**src/rtl/alu_pkg.sv**
```systemverilog
package alu_pkg;
  localparam int DATA_W = 32;
  localparam int FLAG_W = 32;
  localparam int CNT_W  = $clog2(DATA_W);
  localparam int IDX_W  = $clog2(DATA_W);

  localparam int CF_BIT = 0;
  localparam int ONE_BIT = 1;
  localparam int PF_BIT = 2;
  localparam int RSV3_BIT = 3;
  localparam int AF_BIT = 4;
  localparam int RSV5_BIT = 5;
  localparam int ZF_BIT = 6;
  localparam int SF_BIT = 7;
  localparam int OF_BIT = 11;

  localparam logic [FLAG_W-1:0] FLAG_RESET = FLAG_W'(1) << ONE_BIT;

  typedef enum logic [3:0] {
    OP_AND = 4'd0, OP_OR = 4'd1, OP_XOR = 4'd2, OP_NOT = 4'd3,
    OP_SHL = 4'd4, OP_SAR = 4'd5, OP_ADD = 4'd6, OP_SUB = 4'd7,
    OP_INC = 4'd8, OP_DEC = 4'd9, OP_NEG = 4'd10, OP_CMP = 4'd11
  } opcode_e;

  typedef enum logic [1:0] { B_SRC = 2'd0, B_ONE = 2'd1, B_DST = 2'd2 } bsel_e;

  typedef struct packed {
    logic       writeDst;
    logic       updFlags;
    logic       subtract;
    logic       zeroA;
    bsel_e      bSel;
    logic       keepCarry;
    logic       selLogic;
    logic [1:0] logicFn;
    logic       selShift;
    logic       shiftRight;
  } ctl_t;
endpackage

```
**src/rtl/alu_ctrl.sv**
```systemverilog
module alu_ctrl
  import alu_pkg::*;
(
  input  logic [3:0] opcode,
  output ctl_t       ctl
);
  always_comb begin
    ctl = '0;
    ctl.bSel = B_SRC;
    case (opcode)
      OP_AND, OP_OR, OP_XOR, OP_NOT: begin
        ctl.writeDst = 1'b1;
        ctl.updFlags = 1'b1;
        ctl.selLogic = 1'b1;
        ctl.logicFn  = opcode[1:0];
      end
      OP_SHL, OP_SAR: begin
        ctl.writeDst   = 1'b1;
        ctl.updFlags   = 1'b1;
        ctl.selShift   = 1'b1;
        ctl.shiftRight = (opcode == OP_SAR);
      end
      OP_ADD: begin
        ctl.writeDst = 1'b1;
        ctl.updFlags = 1'b1;
      end
      OP_SUB, OP_CMP: begin
        ctl.writeDst = (opcode == OP_SUB);
        ctl.updFlags = 1'b1;
        ctl.subtract = 1'b1;
      end
      OP_INC, OP_DEC: begin
        ctl.writeDst  = 1'b1;
        ctl.updFlags  = 1'b1;
        ctl.subtract  = (opcode == OP_DEC);
        ctl.bSel      = B_ONE;
        ctl.keepCarry = 1'b1;
      end
      OP_NEG: begin
        ctl.writeDst = 1'b1;
        ctl.updFlags = 1'b1;
        ctl.subtract = 1'b1;
        ctl.zeroA    = 1'b1;
        ctl.bSel     = B_DST;
      end
      default: ;
    endcase
  end
endmodule

```
**src/rtl/alu_datapath.sv**
```systemverilog
module alu_datapath
  import alu_pkg::*;
(
  input  ctl_t              ctl,
  input  logic [1:0]        widthSel,
  input  logic [DATA_W-1:0] srcOp,
  input  logic [DATA_W-1:0] dstOp,
  input  logic [FLAG_W-1:0] flagsIn,
  output logic [DATA_W-1:0] result,
  output logic [FLAG_W-1:0] flagsNew
);
  logic [DATA_W-1:0] wMask;
  logic [IDX_W-1:0]  msbIdx;
  logic [IDX_W:0]    topIdx;

  always_comb begin
    case (widthSel)
      2'd0: begin wMask = {{(DATA_W-8){1'b0}}, 8'hFF};    msbIdx = IDX_W'(7);  end
      2'd1: begin wMask = {{(DATA_W-16){1'b0}}, 16'hFFFF}; msbIdx = IDX_W'(15); end
      default: begin wMask = '1; msbIdx = IDX_W'(DATA_W-1); end
    endcase
  end
  assign topIdx = {1'b0, msbIdx} + 1'b1;

  logic [DATA_W-1:0] dstM, srcM, opA, opB;
  assign dstM = dstOp & wMask;
  assign srcM = srcOp & wMask;
  assign opA  = ctl.zeroA ? '0 : dstM;

  always_comb begin
    case (ctl.bSel)
      B_ONE:   opB = DATA_W'(1);
      B_DST:   opB = dstM;
      default: opB = srcM;
    endcase
  end

  // Adder path
  logic [DATA_W:0]   sumExt;
  logic [DATA_W-1:0] addRes;
  logic addCarry, addOvf, addAux, aSign, bSign, rSign;
  assign sumExt   = ctl.subtract ? ({1'b0, opA} - {1'b0, opB}) : ({1'b0, opA} + {1'b0, opB});
  assign addRes   = sumExt[DATA_W-1:0] & wMask;
  assign addCarry = ctl.subtract ? (opA < opB) : sumExt[topIdx];
  assign aSign    = opA[msbIdx];
  assign bSign    = opB[msbIdx];
  assign rSign    = addRes[msbIdx];
  assign addOvf   = ctl.subtract ? ((aSign != bSign) && (rSign != aSign))
                                 : ((aSign == bSign) && (rSign != aSign));
  assign addAux   = opA[4] ^ opB[4] ^ addRes[4];

  // Logic path
  logic [DATA_W-1:0] logicRes;
  always_comb begin
    case (ctl.logicFn)
      2'd0:    logicRes = dstM & srcM;
      2'd1:    logicRes = dstM | srcM;
      2'd2:    logicRes = dstM ^ srcM;
      default: logicRes = ~dstM & wMask;
    endcase
  end

  // Shift path
  logic [CNT_W-1:0]    shCnt, cntM1;
  logic [DATA_W-1:0]   dstSx, sarRes, shlRes, shRes;
  logic [2*DATA_W-1:0] shlFull;
  logic shCarry, shOvf, shlCarry;
  assign shCnt    = srcOp[CNT_W-1:0];
  assign cntM1    = shCnt - 1'b1;
  assign dstSx    = dstM | (dstM[msbIdx] ? ~wMask : '0);
  assign sarRes   = DATA_W'($signed(dstSx) >>> shCnt) & wMask;
  assign shlFull  = {{DATA_W{1'b0}}, dstM} << shCnt;
  assign shlRes   = shlFull[DATA_W-1:0] & wMask;
  assign shlCarry = shlFull[topIdx];
  assign shRes    = ctl.shiftRight ? sarRes : shlRes;
  assign shCarry  = ctl.shiftRight ? dstSx[cntM1] : shlCarry;
  assign shOvf    = ctl.shiftRight ? 1'b0 : (shlRes[msbIdx] ^ shlCarry);

  assign result = ctl.selShift ? shRes : (ctl.selLogic ? logicRes : addRes);

  always_comb begin
    flagsNew = flagsIn;
    if (ctl.updFlags && !(ctl.selShift && shCnt == '0)) begin
      flagsNew[PF_BIT] = ~^result[7:0];
      flagsNew[ZF_BIT] = (result == '0);
      flagsNew[SF_BIT] = result[msbIdx];
      if (ctl.selLogic) begin
        flagsNew[CF_BIT] = 1'b0;
        flagsNew[OF_BIT] = 1'b0;
        flagsNew[AF_BIT] = 1'b0;
      end else if (ctl.selShift) begin
        flagsNew[CF_BIT] = shCarry;
        flagsNew[OF_BIT] = shOvf;
        flagsNew[AF_BIT] = 1'b0;
      end else begin
        flagsNew[CF_BIT] = ctl.keepCarry ? flagsIn[CF_BIT] : addCarry;
        flagsNew[OF_BIT] = addOvf;
        flagsNew[AF_BIT] = addAux;
      end
    end
    flagsNew[ONE_BIT]  = 1'b1;
    flagsNew[RSV3_BIT] = 1'b0;
    flagsNew[RSV5_BIT] = 1'b0;
  end
endmodule

```
**src/rtl/alu_top.sv**
```systemverilog
module alu_top
  import alu_pkg::*;
(
  input  logic              clk,
  input  logic              rstN,
  input  logic              inValid,
  input  logic [3:0]        opcode,
  input  logic [1:0]        widthSel,
  input  logic [DATA_W-1:0] srcOp,
  input  logic [DATA_W-1:0] dstOp,
  input  logic [FLAG_W-1:0] flagsIn,
  output logic              outValid,
  output logic [DATA_W-1:0] result,
  output logic              writeEn,
  output logic [FLAG_W-1:0] flagsOut
);
  ctl_t              ctl;
  logic [DATA_W-1:0] resNext;
  logic [FLAG_W-1:0] flagsNext;

  alu_ctrl u_ctrl (.opcode(opcode), .ctl(ctl));

  alu_datapath u_dp (
    .ctl(ctl), .widthSel(widthSel), .srcOp(srcOp), .dstOp(dstOp),
    .flagsIn(flagsIn), .result(resNext), .flagsNew(flagsNext)
  );

  always_ff @(posedge clk or negedge rstN) begin
    if (!rstN) begin
      outValid <= 1'b0;
      result   <= '0;
      writeEn  <= 1'b0;
      flagsOut <= FLAG_RESET;
    end else begin
      outValid <= inValid;
      if (inValid) begin
        result   <= resNext;
        writeEn  <= ctl.writeDst;
        flagsOut <= flagsNext;
      end
    end
  end

  p_fixed_bits_r10: assert property (@(posedge clk) disable iff (!rstN)
    flagsOut[ONE_BIT] && !flagsOut[RSV3_BIT] && !flagsOut[RSV5_BIT]);

  p_cmp_nowrite_r4: assert property (@(posedge clk) disable iff (!rstN)
    (inValid && opcode == OP_CMP) |=> (outValid && !writeEn));

  p_keep_carry_r5: assert property (@(posedge clk) disable iff (!rstN)
    (inValid && (opcode == OP_INC || opcode == OP_DEC))
      |=> (flagsOut[CF_BIT] == $past(flagsIn[CF_BIT])));

  p_logic_clear_r1: assert property (@(posedge clk) disable iff (!rstN)
    (inValid && opcode <= OP_NOT) |=> (!flagsOut[CF_BIT] && !flagsOut[OF_BIT]));

  p_zero_flag_r9: assert property (@(posedge clk) disable iff (!rstN)
    (inValid && opcode >= OP_ADD && opcode <= OP_CMP)
      |=> (flagsOut[ZF_BIT] == (result == '0)));

  p_valid_follow_r11: assert property (@(posedge clk) disable iff (!rstN)
    inValid |=> outValid);

  p_valid_drop_r11: assert property (@(posedge clk) disable iff (!rstN)
    !inValid |=> !outValid);

  p_shift0_keep_r8: assert property (@(posedge clk) disable iff (!rstN)
    (inValid && (opcode == OP_SHL || opcode == OP_SAR) && srcOp[CNT_W-1:0] == '0)
      |=> (flagsOut[OF_BIT] == $past(flagsIn[OF_BIT]) &&
           flagsOut[CF_BIT] == $past(flagsIn[CF_BIT])));
endmodule

```
**config.mk**
```make
export PLATFORM = sky130hd
export DESIGN_NAME = alu_top
export DESIGN_NICKNAME = d
export VERILOG_FILES = /design/src/rtl/alu_pkg.sv /design/src/rtl/alu_ctrl.sv /design/src/rtl/alu_datapath.sv /design/src/rtl/alu_top.sv
export SDC_FILE = /design/constraint.sdc
export NUM_CORES = 1
export LEC_CHECK = 0
export BUFFER_PORTS_ARGS = -buffer_cell sky130_fd_sc_hd__buf_2
export CORE_MARGIN = 3
export CORE_UTILIZATION = 55
export CTS_CLUSTER_SIZE = 10
export DETAILED_ROUTE_END_ITERATION = 8
export PLACE_DENSITY = 0.82
export SLEW_MARGIN = 20
export SYNTH_ARGS = -nofsm -noshare
export SYNTH_HDL_FRONTEND = slang
export SYNTH_HIERARCHICAL = 1
export SYNTH_SLANG_ARGS = --single-unit
```
**constraint.sdc**
```tcl
create_clock -name clk -period 0.85 [get_ports clk]
set_input_delay 0.1275 -clock clk [delete_from_list [all_inputs] [get_ports clk]]
set_output_delay 0.1275 -clock clk [all_outputs]
set_load 0.1 [all_outputs]
```
==> qor.yml, run 1 <==
outcome:
  status: "aborted with a tool error"
  stop_stage: "global routing (5_1_grt)"
  error: "[ERROR GRT-0116] Global routing finished with congestion. Check the congestion regions in the DRC Viewer."
logic_synthesis:
  syn_area_sq_um: 15600
  synth.distinct_cells: 95
  ys_ff_latch: 66
  synth_flop_cell: "dfrtp_1"
  yosys_warnings: 6
  avgSynthCellArea_sq_um: 7.62
  postSynth.asyncResetShare_pct: 100
  ys_seq_area_share_pct: 10.6
  synth_edf_count: 0
  syn_inst: 2047
global_route:
  grt_pass1_vias: 30200
  grt_pass1_wl_mm: 214
  grt_max_degree: 46
  overflow: 1153
  track_usage_pct: 91.7
clocking:
  root_buffer: "clkbuf_16"
  numClockSinks: 66
  cts_buffer_depth: 2
  htreeDepth: 3
  numCtsBuffers: 9
placed_design:
  gp_congestion: 1.31
  pre_cts_slack_ns: -4.19
  hpwlAfterDp_mm: 64.6
  port_buffers: 167
  dp.cells: 3047
floorplanning:
  die_x_microns: 174
  dieHeight_microns: 174
  io_pins: 171
  rows: 61
  initial_utilization_pct: 56.0
-- Yosys cell counts (12+ instances only) --
cell type | count | area (sq um)
a211o_1 | 13 | 114
a211oi_1 | 40 | 300
a21o_1 | 33 | 248
a21oi_1 | 106 | 531
a22oi_1 | 13 | 97.6
a31oi_1 | 22 | 138
and2_1 | 47 | 294
and3_1 | 15 | 93.8
buf_1 | 21 | 78.8
buf_2 | 25 | 125
buf_4 | 31 | 233
buf_6 | 12 | 135
clkbuf_1 | 100 | 375
dfrtp_1 | 65 | 1630
ha_1 | 136 | 1700
inv_1 | 148 | 556
mux2_2 | 30 | 338
mux2_4 | 51 | 766
mux2i_1 | 57 | 571
mux4_2 | 53 | 1190
nand2_1 | 195 | 732
nand2b_1 | 24 | 150
nand3_1 | 54 | 270
nand4_1 | 20 | 125
nor2_1 | 186 | 698
nor2b_1 | 15 | 93.8
nor3_1 | 36 | 180
o211ai_1 | 39 | 293
o21ai_0 | 130 | 651
o21bai_1 | 15 | 113
o22ai_1 | 19 | 119
o2bb2ai_1 | 15 | 131
o31ai_1 | 15 | 113
or2_2 | 17 | 106
or3_1 | 16 | 100
xnor2_1 | 19 | 166
-- repair_timing --
action                                  CTS
hold buffers                              1
endpoints found under the setup margin  131
endpoints found under the hold margin    66
gates cloned                              3
pin swaps                               101
setup buffers                            89
gates resized for setup                 269
-- cell families after synthesis --
group | after synthesis | synth area share, %
flops | 66 | 10.6
xor+xnor | 24 | 1.35
simple gates | 673 | 20.7
other cells | 2 | 0.0482
buf+inv | 341 | 9.77
compound gates | 605 | 26.7
mux | 198 | 19.6
fa+ha+maj | 138 | 11.2
-- metrics by stage --
step / cell area, sq um / hold slack [ns] / util [%] / setup TNS [ns]
global placement: 22300 / -0.00837 / 80.0 / -117.03
CTS: 24500 / 0.00941 / 87.9 / -122.68
floorplan: 16200 / -0.168 / - / -109.99
detailed placement: 22300 / -0.00764 / 80.0 / -133.12
-- routing by layer --
metal / GRT usage [%] / GRT overflow
met5: 67.8 / 23
met4: 94.4 / 318
met3: 82.4 / 117
met2: 105 / 628
met1: 87.5 / 67
==> inputs of run 2 (changes only) <==
- CORE_UTILIZATION: 55 -> 40
- CTS_CLUSTER_SIZE: 10 -> unset
- PLACE_DENSITY: 0.82 -> unset
- PLACE_DENSITY_LB_ADDON: unset -> 0.15
==> run 2 against run 1 <==
  * The flow now finishes, with violations (negative setup slack)
  * Area after synthesis stayed put
  * Synthesized cell count is the same
==> qor.yml, run 2 <==
clocking:
  root_buffer: "clkbuf_16"
  numCtsBuffers: 9
  htreeDepth: 3
  cts_buffer_depth: 2
  clk_latency_ns: 0.34
  numClockSinks: 66
  cts_tree: "built"
  clkTransAtPathRegs_ns: 0.06
routing:
  routed_wl_mm: 92.3
  drt-wirelength-per-cell_microns: 27.1
  drc_errors: 0
  vias: 21300
  firstDrtPassIters: 6
  drt-initial-drc-count: 2607
  routed_via_density: 6.24
  ant_nets: 0
critical_path:
  critPathMaxFanout: 5
  required_ns: 1.13
  cp-end-kind: "register"
  cp.arrival_ns: 4.71
  critPathLaunchType: "primary input"
  crit_type: "in -> reg"
  reg2regPathDepth: 2
layout:
  reg_top3: "flagsOut x32, result x32"
  design_area_sq_um: 26200
  drive_above_1_share_pct: 51.1
  nets: 3137
  final_core_util_pct: 68.8
  final_cell_mix: "buf_4, nand2_1, nor2_1, inv_1, ha_1"
  mostFrequentLayoutCell: "buf_4"
  area_growth_pct: 67.8
timing:
  period_share_pct: 521
  fin_setup_tns_ns: -124.53
  hold_viol: 0
  setup_violations: 130
  min_period_ns: 4.43
  worst_slew_pin_slew_ns: 1.04
  fin_ws_ns: -3.58
  fin_skew_ns: 0
  timing.fmax_ghz: 0.226
  maxSlewHeadroom_pct: 29.7
  rsz0062_at_grt: "yes"
  finalMaxSlewViolations: 0
logic_synthesis:
  syn_area_sq_um: 15600
  syn_inst: 2047
  synth_edf_count: 0
  synth.most_common_cell: "nand2_1"
  synth_area_leaders: "ha_1, dfrtp_1, mux4_2"
  synth_top_cell_by_area: "ha_1"
  synth_top_area_share_pct: 10.9
  ys_ff_latch: 66
  synth_flop_cell: "dfrtp_1"
  postSynth.asyncResetShare_pct: 100
  avgSynthCellArea_sq_um: 7.62
  ys_seq_area_share_pct: 10.6
  yosys_warnings: 6
  netlist_top_cells_count: "nand2_1, nor2_1, inv_1"
  synth.distinct_cells: 95
power:
  powerDensity_nw_per_um2: 1300
  finalPower_uw: 33900
  max-vdd-ir-drop_mv: 0.969
  leakagePower_uw: 0.0123
placed_design:
  port_buffers: 167
  hpwlAfterDp_mm: 70.8
  gp_congestion: 1.09
  pre_cts_slack_ns: -4.02
  place_area_sq_um: 23300
floorplanning:
  initial_utilization_pct: 41.0
  dieHeight_microns: 203
  io_pins: 171
  die_x_microns: 203
  core_area_sq_um: 38000
  dieArea_sq_um: 41400
  rows: 71
global_route:
  grt_max_degree: 57
  grt_pass1_wl_mm: 130
  track_usage_pct: 41.6
  antenna_found_initial: 1
  overflow: 0
  grt_pass1_vias: 20500
outcome:
  violations: "negative setup slack"
  status: "finished with violations"
worst_hold_path:
  hold-path-cell-count: 2
  hold_class: "in -> reg"
run:
  drv_cap: 0
## run 2: critical path: stages
cell and delay [ns]:
buf_8 0.10, nand3b_1 0.22, nor2_4 0.17, ha_4 0.26
buf_8 0.14, a211oi_4 0.20, a21oi_2 0.09, ha_2 0.20
fa_2 0.37, a211o_1 0.33, a21o_1 0.20, buf_4 0.14
o31a_1 0.28, a22oi_2 0.20, xnor2_1 0.12, a211o_1 0.30
or4b_1 0.53, nor4_2 0.19, nand4b_1 0.16, o31ai_2 0.20
mux2_4 0.19
## run 2: layer usage
| layer | part of all wire (%) | track usage (%) | wire length (microns) | vias to the layer above |
|---|---|---|---|---|
| li1 | - | - | - | 9222 |
| met2 | 44 | 65.3 | 40200 | 1445 |
| met5 | 0.014 | 0 | 13 | - |
| met1 | 40 | 55.2 | 36900 | 10300 |
| met4 | 5.8 | 17.4 | 5320 | 2 |
| met3 | 11 | 9.34 | 9900 | 305 |
## run 2: power breakdown
part           internal (uW)  switching (uW)
combinational          11300           14200
clock                   2300            1590
sequential              3860             683
total                  17400           16500
## run 2: timing repair
item	4_1_cts	5_1_grt
hold endpoints to repair	66	0
resized for setup	248	113
endpoints found under the setup margin	130	130
pin swaps	95	109
cloned	4	1
setup buffers	59	64
hold buffers	2	0
## run 2: cell type report
type	instances	area, sq um
multi-input combinational	1644	14100
fill	3030	11900
timing repair buffer	1021	8770
sequential	66	1800
tap	511	639
inverter	152	577
clock buffer	9	225
clock inverter	7	77.6
antenna	1	2.50
## run 2: logic make-up after synthesis
logic type,count (synthesis),synth area share [%]
adders and majority gates,138,11.2
AOI/OAI and AO/OA,605,26.7
xor gates and xnor gates,24,1.35
buffers and inverters,341,9.77
other,2,0.0482
DFF,66,10.6
muxes,198,19.6
and+or+nand+nor,673,20.7
## run 2: final timing paths
path,slack (ns),to,from
max reg2reg,-0.16,flagsOut[19],flagsOut[19]
max in group asynchronous,0.21,flagsOut[26],rstN
min in group asynchronous,0.28,result[1],rstN
min reg2reg,0.56,flagsOut[7],flagsOut[7]
max,-3.58,flagsOut[6],opcode[2]
min,0.02,flagsOut[29],flagsIn[29]
## run 2: stage by stage
stage	hold WS (ns)	cells
floorplan	-0.168	2048
global placement	0.0972	3284
detailed placement	0.100	3284
CTS	0.0101	3361
global route	0.0125	3410
finish	0.0175	3411
No activity file was read; power rests on OpenSTA's default activity.
